===== src/rtl/gsp_pkg.sv =====
package gsp_pkg;
  typedef enum logic [1:0] {
    ADDR_DIR  = 2'd0,
    ADDR_PINS = 2'd1,
    ADDR_LAT  = 2'd2,
    ADDR_NONE = 2'd3
  } gsp_addr_e;
endpackage


===== src/rtl/gsp_regs.sv =====
module gsp_regs
  import gsp_pkg::*;
#(
  parameter int unsigned       WIDTH     = 8,
  parameter logic [WIDTH-1:0]  IMPL_MASK = '1
) (
  input  logic             clk,
  input  logic             rst,
  input  logic             we,
  input  gsp_addr_e        addr,
  input  logic [WIDTH-1:0] wdata,
  output logic [WIDTH-1:0] dir_q,
  output logic [WIDTH-1:0] lat_q
);
  localparam logic [WIDTH-1:0] DIR_RST = IMPL_MASK;

  logic dir_wr, lat_wr;
  assign dir_wr = we && (addr == ADDR_DIR);
  assign lat_wr = we && ((addr == ADDR_LAT) || (addr == ADDR_PINS));

  always_ff @(posedge clk) begin
    if (rst) begin
      dir_q <= DIR_RST;
      lat_q <= '0;
    end else begin
      if (dir_wr) dir_q <= wdata & IMPL_MASK;
      if (lat_wr) lat_q <= wdata & IMPL_MASK;
    end
  end

  a_r2_reset_inputs: assert property (@(posedge clk) disable iff (rst)
    $past(rst) |-> (dir_q == IMPL_MASK && lat_q == '0));
  a_r3_lat_load: assert property (@(posedge clk) disable iff (rst)
    (we && (addr == ADDR_LAT || addr == ADDR_PINS)) |=> (lat_q == ($past(wdata) & IMPL_MASK)));
  a_r9_none_no_effect: assert property (@(posedge clk) disable iff (rst)
    (we && addr == ADDR_NONE) |=> ($stable(dir_q) && $stable(lat_q)));
endmodule


===== src/rtl/gsp_sync.sv =====
module gsp_sync #(
  parameter int unsigned WIDTH  = 8,
  parameter int unsigned STAGES = 2
) (
  input  logic             clk,
  input  logic             rst,
  input  logic [WIDTH-1:0] d,
  output logic [WIDTH-1:0] q
);
  logic [WIDTH-1:0] chain [STAGES];

  always_ff @(posedge clk) begin
    if (rst) begin
      for (int s = 0; s < STAGES; s++) chain[s] <= '0;
    end else begin
      chain[0] <= d;
      for (int s = 1; s < STAGES; s++) chain[s] <= chain[s-1];
    end
  end

  assign q = chain[STAGES-1];
endmodule


===== src/rtl/gsp_pinmux.sv =====
module gsp_pinmux #(
  parameter int unsigned      WIDTH     = 8,
  parameter logic [WIDTH-1:0] IMPL_MASK = '1
) (
  input  logic             clk,
  input  logic             rst,
  input  logic [WIDTH-1:0] dir_q,
  input  logic [WIDTH-1:0] lat_q,
  input  logic [WIDTH-1:0] pin_sync,
  input  logic [WIDTH-1:0] per_en,
  input  logic [WIDTH-1:0] per_oe,
  input  logic [WIDTH-1:0] per_out,
  output logic [WIDTH-1:0] pad_out,
  output logic [WIDTH-1:0] pad_oe,
  output logic [WIDTH-1:0] per_in
);
  for (genvar i = 0; i < WIDTH; i++) begin : g_bit
    localparam logic HERE = IMPL_MASK[i];
    logic own, port_drv;
    assign own      = HERE & per_en[i] & per_oe[i];
    assign port_drv = HERE & ~own & ~dir_q[i];
    always_comb begin
      pad_oe[i]  = own | port_drv;
      pad_out[i] = HERE & (own ? per_out[i] : lat_q[i]);
      per_in[i]  = HERE & ~port_drv & pin_sync[i];
    end

    a_r5_owner_drives: assert property (@(posedge clk) disable iff (rst)
      (HERE && per_en[i] && per_oe[i]) |-> (pad_oe[i] && pad_out[i] == per_out[i]));
    a_r7_no_loop: assert property (@(posedge clk) disable iff (rst)
      (pad_oe[i] && !(per_en[i] && per_oe[i])) |-> !per_in[i]);
  end

  a_r8_absent_quiet: assert property (@(posedge clk) disable iff (rst)
    ((pad_oe | pad_out | per_in) & ~IMPL_MASK) == '0);
endmodule


===== src/rtl/gpio_shared_port.sv =====
module gpio_shared_port
  import gsp_pkg::*;
#(
  parameter int unsigned      WIDTH     = 8,
  parameter logic [WIDTH-1:0] IMPL_MASK = 8'h7F
) (
  input  logic             clk,
  input  logic             rst,
  input  logic             reg_we,
  input  logic [1:0]       reg_addr,
  input  logic [WIDTH-1:0] reg_wdata,
  output logic [WIDTH-1:0] reg_rdata,
  input  logic [WIDTH-1:0] pin_in,
  output logic [WIDTH-1:0] pad_out,
  output logic [WIDTH-1:0] pad_oe,
  input  logic [WIDTH-1:0] per_en,
  input  logic [WIDTH-1:0] per_oe,
  input  logic [WIDTH-1:0] per_out,
  output logic [WIDTH-1:0] per_in
);
  localparam int unsigned SYNC_STAGES = 2;

  gsp_addr_e        addr;
  logic [WIDTH-1:0] dir_q, lat_q, pin_sync, pin_view;

  assign addr     = gsp_addr_e'(reg_addr);
  assign pin_view = pin_sync & IMPL_MASK;

  gsp_regs #(.WIDTH(WIDTH), .IMPL_MASK(IMPL_MASK)) u_regs (
    .clk(clk), .rst(rst), .we(reg_we), .addr(addr), .wdata(reg_wdata),
    .dir_q(dir_q), .lat_q(lat_q)
  );

  gsp_sync #(.WIDTH(WIDTH), .STAGES(SYNC_STAGES)) u_sync (
    .clk(clk), .rst(rst), .d(pin_in), .q(pin_sync)
  );

  gsp_pinmux #(.WIDTH(WIDTH), .IMPL_MASK(IMPL_MASK)) u_mux (
    .clk(clk), .rst(rst), .dir_q(dir_q), .lat_q(lat_q), .pin_sync(pin_sync),
    .per_en(per_en), .per_oe(per_oe), .per_out(per_out),
    .pad_out(pad_out), .pad_oe(pad_oe), .per_in(per_in)
  );

  always_comb begin
    case (addr)
      ADDR_DIR:  reg_rdata = dir_q;
      ADDR_PINS: reg_rdata = pin_view;
      ADDR_LAT:  reg_rdata = lat_q;
      default:   reg_rdata = '0;
    endcase
  end

  a_r9_none_reads_zero: assert property (@(posedge clk) disable iff (rst)
    (reg_addr == 2'd3) |-> (reg_rdata == '0));
  a_r1_input_quiet: assert property (@(posedge clk) disable iff (rst)
    (reg_addr == 2'd0 && !reg_we) |-> ((pad_oe & reg_rdata & ~(per_en & per_oe)) == '0));
endmodule


===== config.mk =====
export PLATFORM = sky130hd
export DESIGN_NAME = gpio_shared_port
export DESIGN_NICKNAME = d
export VERILOG_FILES = /design/src/rtl/gsp_pkg.sv /design/src/rtl/gsp_regs.sv /design/src/rtl/gsp_sync.sv /design/src/rtl/gsp_pinmux.sv /design/src/rtl/gpio_shared_port.sv
export SDC_FILE = /design/constraint.sdc
export NUM_CORES = 1
export LEC_CHECK = 0
export CORE_MARGIN = 1.5
export CORE_UTILIZATION = 35
export CTS_CLUSTER_SIZE = 30
export DETAILED_ROUTE_END_ITERATION = 6
export PLACE_DENSITY = 0.71
export SKIP_CTS_REPAIR_TIMING = 1
export SLEW_MARGIN = 5
export SYNTH_ARGS = -nofsm -noshare
export SYNTH_HDL_FRONTEND = slang
export SYNTH_HIERARCHICAL = 1
export SYNTH_SLANG_ARGS = --single-unit

===== constraint.sdc =====
create_clock -name clk -period 1.1 [get_ports clk]
set_input_delay 0.22 -clock clk [delete_from_list [all_inputs] [get_ports clk]]
set_output_delay 0.22 -clock clk [all_outputs]
set_load 0.05 [all_outputs]

# Word-level counts from Yosys, hierarchy flattened

Memory sizes are Yosys's and may differ from the RTL's.
Cells that the tools add are included.

Flip-flop bits (word level): 14
Bits in writable memories: 16
Input port bits: 45
Logic and storage cells: 73
Memories: 1

Eq/ne operators: 2
Muxes and demuxes: 13
Bitwise logic cells: 51
Reduce and logical (&&, ||, !) cells: 4

Memories:

| name         | depth | bits a word | read ports | clocked after memory_dff | write ports | line           | source |
|---|---|---|---|---|---|---|---|
| u_sync.chain | 2     | 8           | 2          | 0                        | 2           | gsp_sync.sv:10 | `logic [WIDTH-1:0] chain [STAGES];` |

Operators with widths:

| cell                                           | count |
|---|---|
| bitwise AND 1 bit                              | 21 |
| NOT 1 bit                                      | 21 |
| case mux 7 bit (3 select lines)                | 1 |
| 2-to-1 mux 8 bit                               | 2 |
| 2-to-1 mux 1 bit                               | 10 |
| bitwise OR 1 bit                               | 9 |
| == test 2 x 1 -> 1 bit (second input constant) | 1 |
| == test 2 bit (second input constant)          | 1 |
| logical AND 1 bit                              | 2 |
| logical NOT 2 bit                              | 1 |
| logical OR 1 bit                               | 1 |

# Longest topological paths before layout

Depth after elaboration: 5
Depth in mapped cells: 5
Mapped depth without buffers: 4

# Hierarchy

Netlist, hierarchy kept.

Modules (own cells, without submodules):

| module           | instances | cells each | area an instance (um^2) | sequential area each (um^2) |
|---|---|---|---|---|
| gsp_regs         | 1         | 60         | 600.6                   | 280.3 |
| gsp_sync         | 1         | 41         | 524.3                   | 320.3 |
| gsp_pinmux       | 1         | 39         | 262.8                   | 0.0 |
| gpio_shared_port | 1         | 20         | 211.5                   | 0.0 |

# Worst setup path before layout

No wires, ideal clock.

Path type: input to output
Start: input port reg_addr[1]
End: output port reg_rdata[0]
Arrival: 1.242 ns
Setup slack: -0.362 ns
Stages on the path: 3
Buffers on the path: 1
Path through: buf_6 -> mux2i_1 -> o2bb2ai_1

Word-level cells in the longest chain between the ends: 2

RTL lines:

| element                               | line                   | source |
|---|---|---|
| from (decl)                           | gpio_shared_port.sv:10 | `input logic [1:0] reg_addr,` |
| == test 2 bit (tied with other cells) | gpio_shared_port.sv:45 | `case (addr)` |
| case mux 7 bit (3 select lines) *     | gpio_shared_port.sv:45 |  |
| to (decl)                             | gpio_shared_port.sv:12 | `output logic [WIDTH-1:0] reg_rdata,` |

Mark *: on every way between the ends. The rest lies on a longest branch, timed or not.

# Worst setup path after layout

Start: register u_regs.dir_q[6]
End: output port reg_rdata[6]

Word-level cells in the longest chain between the ends: 1

RTL lines:

| element                         | line                   | source |
|---|---|---|
| from (decl)                     | gsp_regs.sv:12         | `output logic [WIDTH-1:0] dir_q,` |
| from (signal assigned)          | gsp_regs.sv:26         | `if (dir_wr) dir_q <= wdata & IMPL_MASK;` |
| case mux 7 bit (3 select lines) | gpio_shared_port.sv:45 |  |

No other way between the ends.

==> run_summary.xml <==
<?xml version="1.0" encoding="UTF-8"?>
<metrics>
  <group name="run_status">
    <metric name="outcome" unit="">complete, but fails checks</metric>
    <metric name="violations" unit="">setup timing</metric>
  </group>
  <group name="die">
    <metric name="die_width" unit="um">69.2</metric>
    <metric name="die_h" unit="um">69.2</metric>
    <metric name="core_ar" unit="um^2">4120</metric>
    <metric name="pin_count" unit="">77</metric>
    <metric name="row_count" unit="">23</metric>
    <metric name="start_util" unit="">0.373</metric>
    <metric name="die_area" unit="um^2">4790</metric>
  </group>
  <group name="critical_path">
    <metric name="cp_slowest_cell" unit="">dfxtp_4</metric>
    <metric name="cpLargestDelayFamily" unit="">flip-flops</metric>
    <metric name="timing.critical_path.cells" unit="">mux2i_4, o2bb2ai_4, buf_12</metric>
    <metric name="timing.critical_path.required" unit="ns">0.88</metric>
    <metric name="criticalPathCategory" unit="">reg2out</metric>
    <metric name="worst-path-buf-inv" unit="">1</metric>
    <metric name="timing.critical_path.fanout_max" unit="">3</metric>
    <metric name="worstPathArrival" unit="ns">1.07</metric>
    <metric name="critPathCaptureType" unit="">primary output</metric>
    <metric name="start_kind" unit="">register</metric>
    <metric name="critical-path-max-stage-delay" unit="ns">0.38</metric>
  </group>
  <group name="drt">
    <metric name="drtPass1Iterations" unit="">4</metric>
    <metric name="detail_route.wl_per_cell" unit="um">14.6</metric>
    <metric name="initialDrtViolationCount" unit="">36</metric>
    <metric name="drc" unit="">0</metric>
    <metric name="wirelength" unit="mm">4.13</metric>
    <metric name="routed-via-count" unit="">1334</metric>
    <metric name="vias_per_cell" unit="">4.73</metric>
    <metric name="drtAntennaViolNets" unit="">0</metric>
  </group>
  <group name="flow_run">
    <metric name="maxCapViolations" unit="">0</metric>
  </group>
  <group name="cells_and_area">
    <metric name="post_route_cells_drive_above_1_share" unit="">0.608</metric>
    <metric name="most-common-layout-cells" unit="">22 x buf_12, 21 x dlymetal6s2s_1, 17 x clkdlybuf4s50_1, 15 x buf_4</metric>
    <metric name="layout_commonest_cell" unit="">buf_12</metric>
    <metric name="total_number_of_nets_in_the_final_design" unit="">279</metric>
    <metric name="final_core_util" unit="">0.734</metric>
    <metric name="antenna_diode_count" unit="">0</metric>
    <metric name="flow.area_growth_from_synthesis" unit="%">97.0</metric>
  </group>
  <group name="timing">
    <metric name="report.final.hold_viol_count" unit="">0</metric>
    <metric name="fmaxAchievable" unit="MHz">778</metric>
    <metric name="period_minus_slack" unit="ns">1.29</metric>
    <metric name="clock-skew-final" unit="ns">0.000939</metric>
    <metric name="fin_tns_setup" unit="ns">-3.56</metric>
    <metric name="fin_crit_sh" unit="">1.17</metric>
    <metric name="setup-violations-final" unit="">26</metric>
    <metric name="transition_time_of_the_tightest_slew_check_pin" unit="ns">0.915</metric>
    <metric name="setup_slack" unit="ns">-0.185</metric>
    <metric name="finalMaxSlewViolations" unit="">0</metric>
    <metric name="max_slew_margin" unit="">0.388</metric>
    <metric name="rsz0062_at_grt" unit="">yes</metric>
  </group>
  <group name="logic_synthesis">
    <metric name="synth.avg_cell_area" unit="um^2">9.90</metric>
    <metric name="post_synth_inst_count" unit="">155</metric>
    <metric name="syn_warnings" unit="">6</metric>
    <metric name="syn-cell-area" unit="um^2">1530</metric>
  </group>
  <group name="grt">
    <metric name="grtUsageTotal" unit="">0.151</metric>
    <metric name="grt_pass1_wl" unit="mm">6.00</metric>
    <metric name="grt_max_degree" unit="">16</metric>
    <metric name="global_route_overflow" unit="">0</metric>
    <metric name="antenna_found_initial" unit="">0</metric>
    <metric name="first_global_vias" unit="">1303</metric>
  </group>
  <group name="placement">
    <metric name="place_worst_setup_slack" unit="ns">-0.677</metric>
    <metric name="routabilityCongestion" unit="">0.727</metric>
    <metric name="dpl.hpwl" unit="mm">2.85</metric>
    <metric name="placement.io_buffers" unit="">67</metric>
  </group>
  <group name="cts">
    <metric name="clock-sinks" unit="">28</metric>
    <metric name="number_of_h_tree_levels" unit="">1</metric>
    <metric name="clock_insertion_delay_worst_skew" unit="ns">0.27</metric>
    <metric name="numCtsBuffers" unit="">3</metric>
    <metric name="cts-root-to-sink-buffers" unit="">2</metric>
    <metric name="clockRootBuffer" unit="">clkbuf_8</metric>
    <metric name="tritoncts" unit="">built</metric>
    <metric name="clkSlewWorstSetupHoldPaths" unit="ns">0.09</metric>
  </group>
  <group name="hold_path">
    <metric name="holdCritPathClass" unit="">in2reg</metric>
  </group>
  <group name="power">
    <metric name="vdd_ir_drop_max" unit="uV">781</metric>
    <metric name="cellPowerDensity" unit="nW/um^2">989</metric>
    <metric name="static_leakage" unit="uW">0.00142</metric>
    <metric name="p_total" unit="uW">2990</metric>
  </group>
</metrics>
## metrics by stage
stage               instance area [um^2]  cells  hold WS (ns)
floorplan                           1640    158         0.314
global placement                    2560    274         0.419
detailed placement                  2560    274         0.421
CTS                                 2610    278         0.447
global route                        3020    282         0.411
finish                              3020    282         0.398
## power by group
group	internal, uW	switching (uW)	total, uW
sequential	1060	52.9	1110
combinational	634	601	1240
clock	320	320	640
## worst reg2reg max path: stages, from the launching register on
cell     delay (ns)
dfxtp_4        0.38
buf_6          0.13
buf_4          0.12
a211o_1        0.24
## flip-flops by register name (all words and copies together) (netlist names)
signal and cells:
u_regs/dir_q 7, u_regs/lat_q 7, u_sync/chain 14
## path summary, 6_finish.rpt
path,slack (ns),start,end,depth (start not counted)
hold reg to reg,0.44,u_sync/chain[0][6]$_SDFF_PP0_,u_sync/chain[0][14]$_SDFF_PP0_,1
setup / recovery,-0.19,u_regs/dir_q[6]$_SDFFE_PP1P_,reg_rdata[6],3
setup reg to reg,0.13,u_regs/dir_q[6]$_SDFFE_PP1P_,u_regs/dir_q[6]$_SDFFE_PP1P_,3
hold / removal,0.40,reg_we,u_regs/lat_q[3]$_SDFFE_PP0P_,4
## routing by layer
metal	routed length (um)	global-route usage
met5	0	0
met4	20	0.0196
met3	191	0.0305
met2	2140	0.262
met1	1770	0.200
## cell type report
type,count,area (um^2)
inverters,2,7.51
flip-flops and latches,28,604
clock buffers,4,55.1
repair buffers,90,1180
well taps,50,62.6
fillers,291,1090
multi-input cells,108,1110
No activity file was read; power rests on OpenSTA's default activity.
